`config.mk`:
```
export PLATFORM = sky130hd
export DESIGN_NAME = hbridge_drive
export DESIGN_NICKNAME = d
export VERILOG_FILES = /design/src/rtl/hbd_pkg.sv /design/src/rtl/hbd_control.sv /design/src/rtl/hbd_leg.sv /design/src/rtl/hbd_datapath.sv /design/src/rtl/hbridge_drive.sv
export SDC_FILE = /design/constraint.sdc
export NUM_CORES = 1
export LEC_CHECK = 0
export BUFFER_PORTS_ARGS = -buffer_cell sky130_fd_sc_hd__buf_4
export CORE_UTILIZATION = 40
export DETAILED_ROUTE_END_ITERATION = 8
export SLEW_MARGIN = 10
export SYNTH_ARGS = -nofsm -noshare
export SYNTH_HDL_FRONTEND = slang
export SYNTH_SLANG_ARGS = --single-unit
export TNS_END_PERCENT = 1
```
`constraint.sdc`:
```
create_clock -name clk -period 0.95 [get_ports clk]
set_input_delay 0.095 -clock clk [delete_from_list [all_inputs] [get_ports clk]]
set_output_delay 0.095 -clock clk [all_outputs]
set_load 0.02 [all_outputs]
```
`src/rtl/hbd_pkg.sv`:
```
package hbd_pkg;
  localparam int LEG_A = 0;
  localparam int LEG_B = 1;
  localparam int NUM_LEGS = 2;

  // Strobes handed from the control module to the datapath
  typedef struct packed {
    logic commute;   // conditioned Hall level just changed
    logic dirAtoB;   // 1: current from leg A to leg B
    logic pwmHigh;   // PWM on-time
    logic driveEn;   // bridge allowed to conduct
  } driveCmd_t;
endpackage

```
`src/rtl/hbd_control.sv`:
```
module hbd_control
  import hbd_pkg::*;
#(
  parameter int DEGLITCH_CYCLES = 25
) (
  input  logic      clk,
  input  logic      rst_n,
  input  logic      hallIn,
  input  logic      pwmIn,
  input  logic      outEnable,
  input  logic      thermalFault,
  output logic      hallCond,
  output driveCmd_t cmd
);
  localparam int CW = $clog2(DEGLITCH_CYCLES + 1);
  localparam logic [CW-1:0] LAST = CW'(DEGLITCH_CYCLES - 1);

  logic [CW-1:0] persistCnt;
  logic          commuteQ;

  // Persistence filter: a new level must be seen at DEGLITCH_CYCLES edges in a row
  always_ff @(posedge clk) begin
    if (!rst_n) begin
      hallCond   <= 1'b0;
      persistCnt <= '0;
      commuteQ   <= 1'b0;
    end else begin
      commuteQ <= 1'b0;
      if (hallIn == hallCond) begin
        persistCnt <= '0;
      end else if (persistCnt == LAST) begin
        hallCond   <= hallIn;
        persistCnt <= '0;
        commuteQ   <= 1'b1;
      end else begin
        persistCnt <= persistCnt + 1'b1;
      end
    end
  end

  always_comb begin
    cmd.commute = commuteQ;
    cmd.dirAtoB = hallCond;
    cmd.pwmHigh = pwmIn;
    cmd.driveEn = outEnable & ~thermalFault;
  end
endmodule

```
`src/rtl/hbd_leg.sv`:
```
module hbd_leg #(
  parameter int DEAD_CYCLES = 2
) (
  input  logic clk,
  input  logic rst_n,
  input  logic wantHi,
  input  logic wantLo,
  output logic hiOn,
  output logic loOn
);
  localparam int CW = $clog2(DEAD_CYCLES + 2);
  localparam logic [CW-1:0] SAT = CW'(DEAD_CYCLES);
  localparam logic [CW:0]   NEED = (CW+1)'(DEAD_CYCLES);

  logic [CW-1:0] offCnt;   // completed cycles with both switches off, saturating
  logic          bothOff;
  logic          settled;

  always_comb begin
    bothOff = ~hiOn & ~loOn;
    settled = ({1'b0, offCnt} + (CW+1)'(1)) >= NEED;
  end

  always_ff @(posedge clk) begin
    if (!rst_n) begin
      hiOn   <= 1'b0;
      loOn   <= 1'b0;
      offCnt <= SAT;
    end else begin
      // turn-off is immediate
      if (hiOn) hiOn <= wantHi;
      if (loOn) loOn <= wantLo;
      // turn-on only from an idle leg that has waited out the dead time
      if (bothOff && settled) begin
        hiOn <= wantHi;
        loOn <= wantLo & ~wantHi;
      end
      if (!bothOff)          offCnt <= '0;
      else if (offCnt != SAT) offCnt <= offCnt + 1'b1;
    end
  end
endmodule

```
`src/rtl/hbd_datapath.sv`:
```
module hbd_datapath
  import hbd_pkg::*;
#(
  parameter int DEAD_CYCLES = 2
) (
  input  logic                clk,
  input  logic                rst_n,
  input  driveCmd_t           cmd,
  output logic [NUM_LEGS-1:0] hiOn,
  output logic [NUM_LEGS-1:0] loOn,
  output logic                commStrobe
);
  logic [NUM_LEGS-1:0] wantHi;
  logic [NUM_LEGS-1:0] wantLo;
  int srcLeg;
  int snkLeg;

  // Source leg keeps its high side on; sink leg chops its low side,
  // its high side fills the off-time for recirculation.
  always_comb begin
    wantHi = '0;
    wantLo = '0;
    srcLeg = cmd.dirAtoB ? LEG_A : LEG_B;
    snkLeg = cmd.dirAtoB ? LEG_B : LEG_A;
    if (cmd.driveEn) begin
      wantHi[srcLeg] = 1'b1;
      wantLo[snkLeg] = cmd.pwmHigh;
      wantHi[snkLeg] = ~cmd.pwmHigh;
    end
    commStrobe = cmd.commute;
  end

  for (genvar g = 0; g < NUM_LEGS; g++) begin : g_leg
    hbd_leg #(.DEAD_CYCLES(DEAD_CYCLES)) i_leg (
      .clk    (clk),
      .rst_n  (rst_n),
      .wantHi (wantHi[g]),
      .wantLo (wantLo[g]),
      .hiOn   (hiOn[g]),
      .loOn   (loOn[g])
    );
  end
endmodule

```
`src/rtl/hbridge_drive.sv`:
```
module hbridge_drive
  import hbd_pkg::*;
#(
  parameter int DEGLITCH_CYCLES = 25,
  parameter int DEAD_CYCLES     = 2
) (
  input  logic clk,
  input  logic rst_n,
  input  logic hallIn,
  input  logic pwmIn,
  input  logic outEnable,
  input  logic thermalFault,
  output logic hallCond,
  output logic commStrobe,
  output logic tachPullLow,
  output logic hiA,
  output logic loA,
  output logic hiB,
  output logic loB
);
  driveCmd_t           cmd;
  logic [NUM_LEGS-1:0] hiOn;
  logic [NUM_LEGS-1:0] loOn;

  hbd_control #(.DEGLITCH_CYCLES(DEGLITCH_CYCLES)) i_control (
    .clk          (clk),
    .rst_n        (rst_n),
    .hallIn       (hallIn),
    .pwmIn        (pwmIn),
    .outEnable    (outEnable),
    .thermalFault (thermalFault),
    .hallCond     (hallCond),
    .cmd          (cmd)
  );

  hbd_datapath #(.DEAD_CYCLES(DEAD_CYCLES)) i_datapath (
    .clk        (clk),
    .rst_n      (rst_n),
    .cmd        (cmd),
    .hiOn       (hiOn),
    .loOn       (loOn),
    .commStrobe (commStrobe)
  );

  assign tachPullLow = ~hallCond;
  assign hiA = hiOn[LEG_A];
  assign loA = loOn[LEG_A];
  assign hiB = hiOn[LEG_B];
  assign loB = loOn[LEG_B];
endmodule

```
**Word-level counts from Yosys, hierarchy flattened**

Cells that the tools add are included.

- $add $sub $neg: 5
- Order comparisons: 6
- Eq/ne operators: 6
- Multiplexer cells: 22
- Bitwise logic cells: 17
- Reduce and logical (&&, ||, !) cells: 9

Operators with widths:

| operator | count |
|---|---|
| greater-or-equal comparator 32 x 1 -> 1 bit (second input constant) | 2 |
| less-than comparator 32 x 3 -> 1 bit (second input constant) | 2 |
| two-way mux 1 bit | 13 |
| two-way mux 2 bit | 6 |
| inverter 1 bit | 11 |
| adder 2 x 1 -> 3 bit (second input constant) | 2 |
| greater-or-equal comparator 3 x 2 -> 1 bit (second input constant) | 2 |
| AND reduction 2 bit | 3 |
| adder 5 x 1 -> 5 bit (second input constant) | 1 |
| bitwise AND 1 bit | 5 |
| equality test 5 bit (second input constant) | 1 |
| adder 2 x 1 -> 2 bit (second input constant) | 2 |
| logical AND 1 bit | 4 |
| inequality test 2 x 1 -> 1 bit (second input constant) | 2 |
| inequality test 2 bit (second input constant) | 2 |
| OR reduction 3 bit | 1 |
| bitwise AND 2 bit | 1 |
| bitwise mux 2 bit | 1 |
| demux 1 bit (select 1 bit) | 2 |
| OR reduction 2 bit | 1 |
| equality test 1 bit | 1 |

- Register bits: 15
- Input bits: 6
- Output and inout bits: 7

**Longest topological paths before layout**

- Word-level depth: 10
- Mapped depth: 5
- Depth with buffers taken out: 5

**By module**

A second synthesis with hierarchy kept.

- Cells, all modules: 69
- Area total of the unflattened synthesis: 656.9 µm²

Modules (own cells, without submodules):

| module | times used | cells an instance | area an instance (µm²) | sequential area each (µm²) |
|---|---|---|---|---|
| hbd_control | 1 | 33 | 326.6 | 140.1 |
| hbd_leg | 2 | 14 | 142.6 | 80.1 |
| hbd_datapath | 1 | 7 | 41.3 | 0.0 |
| hbridge_drive | 1 | 1 | 3.8 | 0.0 |

**Worst setup path after synthesis**

Ideal clock, no wire load.

- Path type: register to register
- Start: register i_control.hallCond
- End: register i_datapath.g_leg[1].i_leg.hiOn
- Setup time: 0.119 ns
- Data arrival time: 1.010 ns
- Path slack: -0.178 ns
- Cell stages (with the launch flop): 3
- Cells stage by stage: dfxtp_1 -> inv_1 -> o221a_2

- Word-level cells in the longest chain between the ends: 9

Ends and longest elaborated chain:

| element | RTL line | source |
|---|---|---|
| from (decl) | hbd_control.sv:12 | `output logic hallCond,` |
| from (signal assigned) | hbd_control.sv:32 | `hallCond <= hallIn;` |
| two-way mux 1 bit, on equally long branches | hbd_datapath.sv:23, hbd_datapath.sv:24 |  |
| greater-or-equal comparator 32 x 1 -> 1 bit (implied by the code), or another cell as far along | hbd_datapath.sv:26 | `wantHi[srcLeg] = 1'b1;` |
| logical AND 1 bit, on equally long branches | hbd_datapath.sv:26, hbd_datapath.sv:28 |  |
| two-way mux 1 bit, on equally long branches | hbd_datapath.sv:26, hbd_datapath.sv:28 |  |
| demux 1 bit (select 1 bit) | - |  |
| bitwise mux 2 bit * | hbd_datapath.sv:28 | `wantHi[snkLeg] = ~cmd.pwmHigh;` |
| two-way mux 2 bit * | hbd_datapath.sv:25 | `if (cmd.driveEn) begin` |
| two-way mux 1 bit | hbd_leg.sv:31 | `if (hiOn) hiOn <= wantHi;` |
| two-way mux 1 bit * | hbd_leg.sv:34 | `if (bothOff && settled) begin` |
| to (signal assigned) | hbd_leg.sv:31 |  |
| to (signal assigned) | hbd_leg.sv:35 | `hiOn <= wantHi;` |
| to (decl) | hbd_leg.sv:8 | `output logic hiOn,` |

Every way passes the cells marked *; elsewhere a longest branch is shown, timed or not.
A chain may end at the register's enable or synchronous reset.

**Worst setup path after layout**

- Start: register i_control.persistCnt[1]
- End: register i_control.hallCond

- Word-level cells in the longest chain between the ends: 2

Ends and longest elaborated chain:

| element | RTL line | source |
|---|---|---|
| from (decl) | hbd_control.sv:18 | `logic [CW-1:0] persistCnt;` |
| from (signal assigned) | hbd_control.sv:36 | `persistCnt <= persistCnt + 1'b1;` |
| equality test 5 bit | hbd_control.sv:31 | `end else if (persistCnt == LAST) begin` |
| AND reduction 2 bit (no source line) | - |  |

No other way between the ends.

==> results <==
- Routability-driven placement finished with a final weighted congestion of roughly 0.76.
- The post-synthesis cell type count is 18.
- The average wire per cell in the routed design is between 10 and 15 um.
- The worst vdd rail ir drop is approximately 800 uV.
- The area growth from synthesis to layout is 41.3%.
- The site row count is 13.
- The most frequently used flop master after synthesis is sky130_fd_sc_hd__dfxtp_1.
- The detailed-router iteration count before antenna repair is 2.
- The clock sink count is 15.
- The type of the worst setup path is flop to flop.
- For the final routed database, the setup TNS stands at -0.295 ns.
- The post-synthesis register bit count is 15.
- The number of nets produced by synthesis is 66.
- The footprint of the multi-input gates is approximately 290 sq um.
- The total congestion overflow after global routing is 0.
- The relative slew slack is between 80 and 90%.
- Summing over every cut layer, the via total after detailed routing is approximately 470.
- The number of buffers inserted by port buffering is 12.
- The TritonCTS clock tree is done.
- The root buffer cell chosen for the clock tree is sky130_fd_sc_hd__clkbuf_4.
- For this design, the CTS-stage hold fixing added 0 buffers.
- The final reports fail on setup timing.
- Ranked by total cell area, the synthesized netlist is headed by sky130_fd_sc_hd__dfxtp_1 51%, sky130_fd_sc_hd__nor2_1 5.1%, sky130_fd_sc_hd__xnor2_1 4.5%.
- The final number of max-transition violations came to 0.
- The commonest cells after synthesis are 15 x sky130_fd_sc_hd__dfxtp_1, 8 x sky130_fd_sc_hd__nor2_1, 5 x sky130_fd_sc_hd__inv_1.
- The repair_antennas step left the layout with diodes totalling 0.
- The worst hold path was traced through 2 stages.
- For this block, the initial DRC count from the detailed router was 3.
- Synthesis handed over a netlist of 58 instances.
- The total placed cells including tap cells is slightly below 90.
- The area enclosed by the die boundary is approximately 0.0016 sq mm.
- The count of antenna-violating nets left after detailed routing is 0.
- The number of synthesized flops with an enable pin is 0.
- The most area-hungry cell type in the Yosys netlist is sky130_fd_sc_hd__dfxtp_1.
- In this run the number of H-tree levels came out at 1.
- For met1 alone, demand over resource in global routing was approximately 22%.
- Subtracting the final worst setup slack from the clock period gives about 1.0 ns.
- Setup repair after global routing could not meet its margin everywhere.
- The clock buffer count from CTS is 3.
- The total area of sequential cells is 309 sq um.
- After filler insertion, the fill cell instance count of the layout stands at 128.
- The fraction of synthesized cell area taken by the top area cell type is about half.
- The final critical path takes up 106% of the cycle.
- The most crowded layer after global routing is met2.
- Across all register-to-register paths, the minimum setup slack is -0.05 ns.
- The endpoint identified for the worst register-to-register timing path is i_control.hallCond$_SDFFE_PN0P_.
- The min-delay analysis places its worst path in the category input pin to flop.
- In the post-synthesis netlist, the cell with the most instances is sky130_fd_sc_hd__dfxtp_1.
- From bottom edge to top edge, the die measures just over 40 um.
- The startpoint of the most critical register-to-register path is i_control.persistCnt[1]$_SDFF_PP0_.
- The number of vias per cell is 4.92.
- The DRC violation count after routing is 0.
- Across the run, the number of max-cap violations was 0.
- The required time of the worst setup path is ~1.1 ns.
- In this run the most critical hold path is launched from rst_n.
- The clock input transition at the sequential cells of the worst setup and hold paths is about 0.09 ns.
- The floorplan step defined a core boundary enclosing between 0.001 and 0.0015 sq mm.
- The number of hold violations in the final report is 0.
- The final count of negative-setup-slack endpoints is 9.
- Power spread over the standard cell area amounts to 1400 mW/mm^2.
- In this run the count of I/O pins placed on the die edge is 13.
- The peak fanout along the critical path is 3.
- The met2 capacity usage during global routing is about a quarter.
- The kind of start point of the critical path is a flop.
- At the worst endpoint, the arrival time is approximately 1.2 ns.
- The number of warnings printed during yosys synthesis is 0.
- For this run, the number of standard cells in the final layout without fillers is 95.
- After synthesis, flip-flops and latches occupy between 50% and 60% of the total area.
- Counting along the longest clock path gives a buffer depth of 2.
- The worst setup path is captured at a flop.
- The worst register-to-register path has a depth of 5.
- The half-perimeter wire length after detailed placement is 825 um.
- The wire length of the first global-routing pass is roughly 1.7 mm.
- Of the cells placed in the final design, the portion with a size suffix greater than 1 is between 40% and 50%.
- The overall global routing resource usage is between 10% and 20%.
- The mapped netlist covers a little under 600 sq um.
- The cell leakage power is ~0.37 nW.
- For the worst-skew pair, the clock arrives at the later sink with an insertion delay of 0.28 ns.
- The horizontal die dimension is 40.2 um.
- Static timing analysis puts the maximum clock frequency at ~1 GHz.
- The endpoint with the worst hold slack is i_datapath.g_leg[1].i_leg.offCnt[1]$_SDFFE_PN1P_.
- For met3 alone, demand over resource in global routing was around 3.3%.
- Entering global routing, the biggest net connects 9 pins.
- Across all setup checks in the final design, the least slack found is -0.0532 ns.
- Once the floorplan was initialized, standard cells occupied 43.8% of the core.
- Wires add up to 1.18 mm.
- The flow ran to the end, but the final reports show violations.
- At the pin with the least slew margin, the transition time is ~0.26 ns.
- The number of global-route vias before repair is 420.
- Of all flip-flops after synthesis, the portion carrying an async set or reset was 0%.
- The synthesized area per cell is just over 10 sq um.
- The number of antenna violations at the first check in global routing is 0.
- For this run, the post-layout net count is 89.
- Across the routed clock network, the largest skew measured is about 0.00044 ns.
==> per-stage QoR <==
step	total power [mW]	hold slack (ns)	setup WS [ns]	utilization [%]	instance area, sq um
finish	1.16	0.0559	-0.0532	61.9	826
global route	1.22	0.0525	-0.120	61.9	826
CTS	1.17	0.0357	-0.0590	60.9	812
detailed placement	0.799	0.341	-0.0865	55.0	733
global placement	0.798	0.335	-0.0468	55.0	733
floorplan	0.754	0.247	-0.0277	-	599
==> worst max path at each step <==
stage | cells past startpoint | from | slack [ns] | endpoint
2_1_floorplan | 5 | i_control.persistCnt[0]$_SDFF_PP0_ | -0.03 | i_control.hallCond$_SDFFE_PN0P_
3_3_place_gp | 5 | i_control.persistCnt[1]$_SDFF_PP0_ | -0.05 | i_control.hallCond$_SDFFE_PN0P_
3_5_place_dp | 5 | i_control.persistCnt[0]$_SDFF_PP0_ | -0.09 | i_control.hallCond$_SDFFE_PN0P_
4_1_cts | 5 | i_control.persistCnt[0]$_SDFF_PP0_ | -0.06 | i_control.hallCond$_SDFFE_PN0P_
5_1_grt | 5 | i_control.persistCnt[1]$_SDFF_PP0_ | -0.12 | i_control.hallCond$_SDFFE_PN0P_
6_report | 5 | i_control.persistCnt[1]$_SDFF_PP0_ | -0.05 | i_control.hallCond$_SDFFE_PN0P_
==> cell type report <==
class / count / share of cell area, %
multi-input combinational: 37 / 35.3
sequential: 15 / 37.4
timing repair buffer: 19 / 19.5
clock buffer: 4 / 3.18
inverter: 5 / 2.27
tap: 15 / 2.27
==> registers in the layout, summed over array words and instances (netlist names) <==
signal                         flops
i_datapath.g_leg.i_leg.hiOn        2
i_control.commuteQ                 1
i_control.hallCond                 1
i_control.persistCnt               5
i_datapath.g_leg.i_leg.loOn        2
i_datapath.g_leg.i_leg.offCnt      4
==> metal layers <==
| metal | vias up | routed length [um] |
|---|---|---|
| li1 | 243 | - |
| met1 | 213 | 591 |
| met2 | 9 | 547 |
| met3 | 2 | 32 |
| met4 | 0 | 12 |
| met5 | - | 0 |
==> where the power goes <==
part           internal [mW]  total [mW]  switching [mW]
registers              0.650       0.667          0.0165
logic                 0.0676       0.131          0.0634
clock network          0.163       0.359           0.196
==> cells in the final DEF (no fill, tap or decap), types with 2 or more instances in the layout <==
cell type                   n
sky130_fd_sc_hd__buf_4     14
sky130_fd_sc_hd__inv_1      2
sky130_fd_sc_hd__nand3_2    2
sky130_fd_sc_hd__dfxtp_1   10
sky130_fd_sc_hd__nor3_1     3
sky130_fd_sc_hd__buf_6      5
sky130_fd_sc_hd__o2111a_1   2
sky130_fd_sc_hd__nand2_1    4
sky130_fd_sc_hd__inv_2      3
sky130_fd_sc_hd__clkbuf_4   3
sky130_fd_sc_hd__o221a_2    2
sky130_fd_sc_hd__xor2_1     3
sky130_fd_sc_hd__xnor2_1    3
sky130_fd_sc_hd__nor2_1     8
sky130_fd_sc_hd__o31ai_1    2
sky130_fd_sc_hd__dfxtp_2    4
==> worst max-delay path: stages, from the launching register on <==
cell and delay, ns:
sky130_fd_sc_hd__dfxtp_2 0.35, sky130_fd_sc_hd__inv_2 0.05, sky130_fd_sc_hd__ha_4 0.15, sky130_fd_sc_hd__nand4b_4 0.10, sky130_fd_sc_hd__mux2i_1 0.19, sky130_fd_sc_hd__nor2b_1 0.06
==> logic make-up (layout without fill, tap and decap cells) <==
logic type	after synthesis	count (layout)	synth area share (%)
buffers and inverters	6	28	4.07
DFF	15	15	51.4
AOI/OAI and AO/OA	6	6	10.3
muxes	1	1	1.71
adders and majority gates	2	2	4.28
xor gates and xnor gates	6	6	9.00
and+or+nand+nor	22	22	19.3
==> repair_timing <==
action                     in CTS  in global routing
setup endpoints to repair      12                 14
pin swaps                       1                  0
resized for setup               9                  4
buffers inserted                3                  0
No activity file was read; power rests on OpenSTA's default activity.
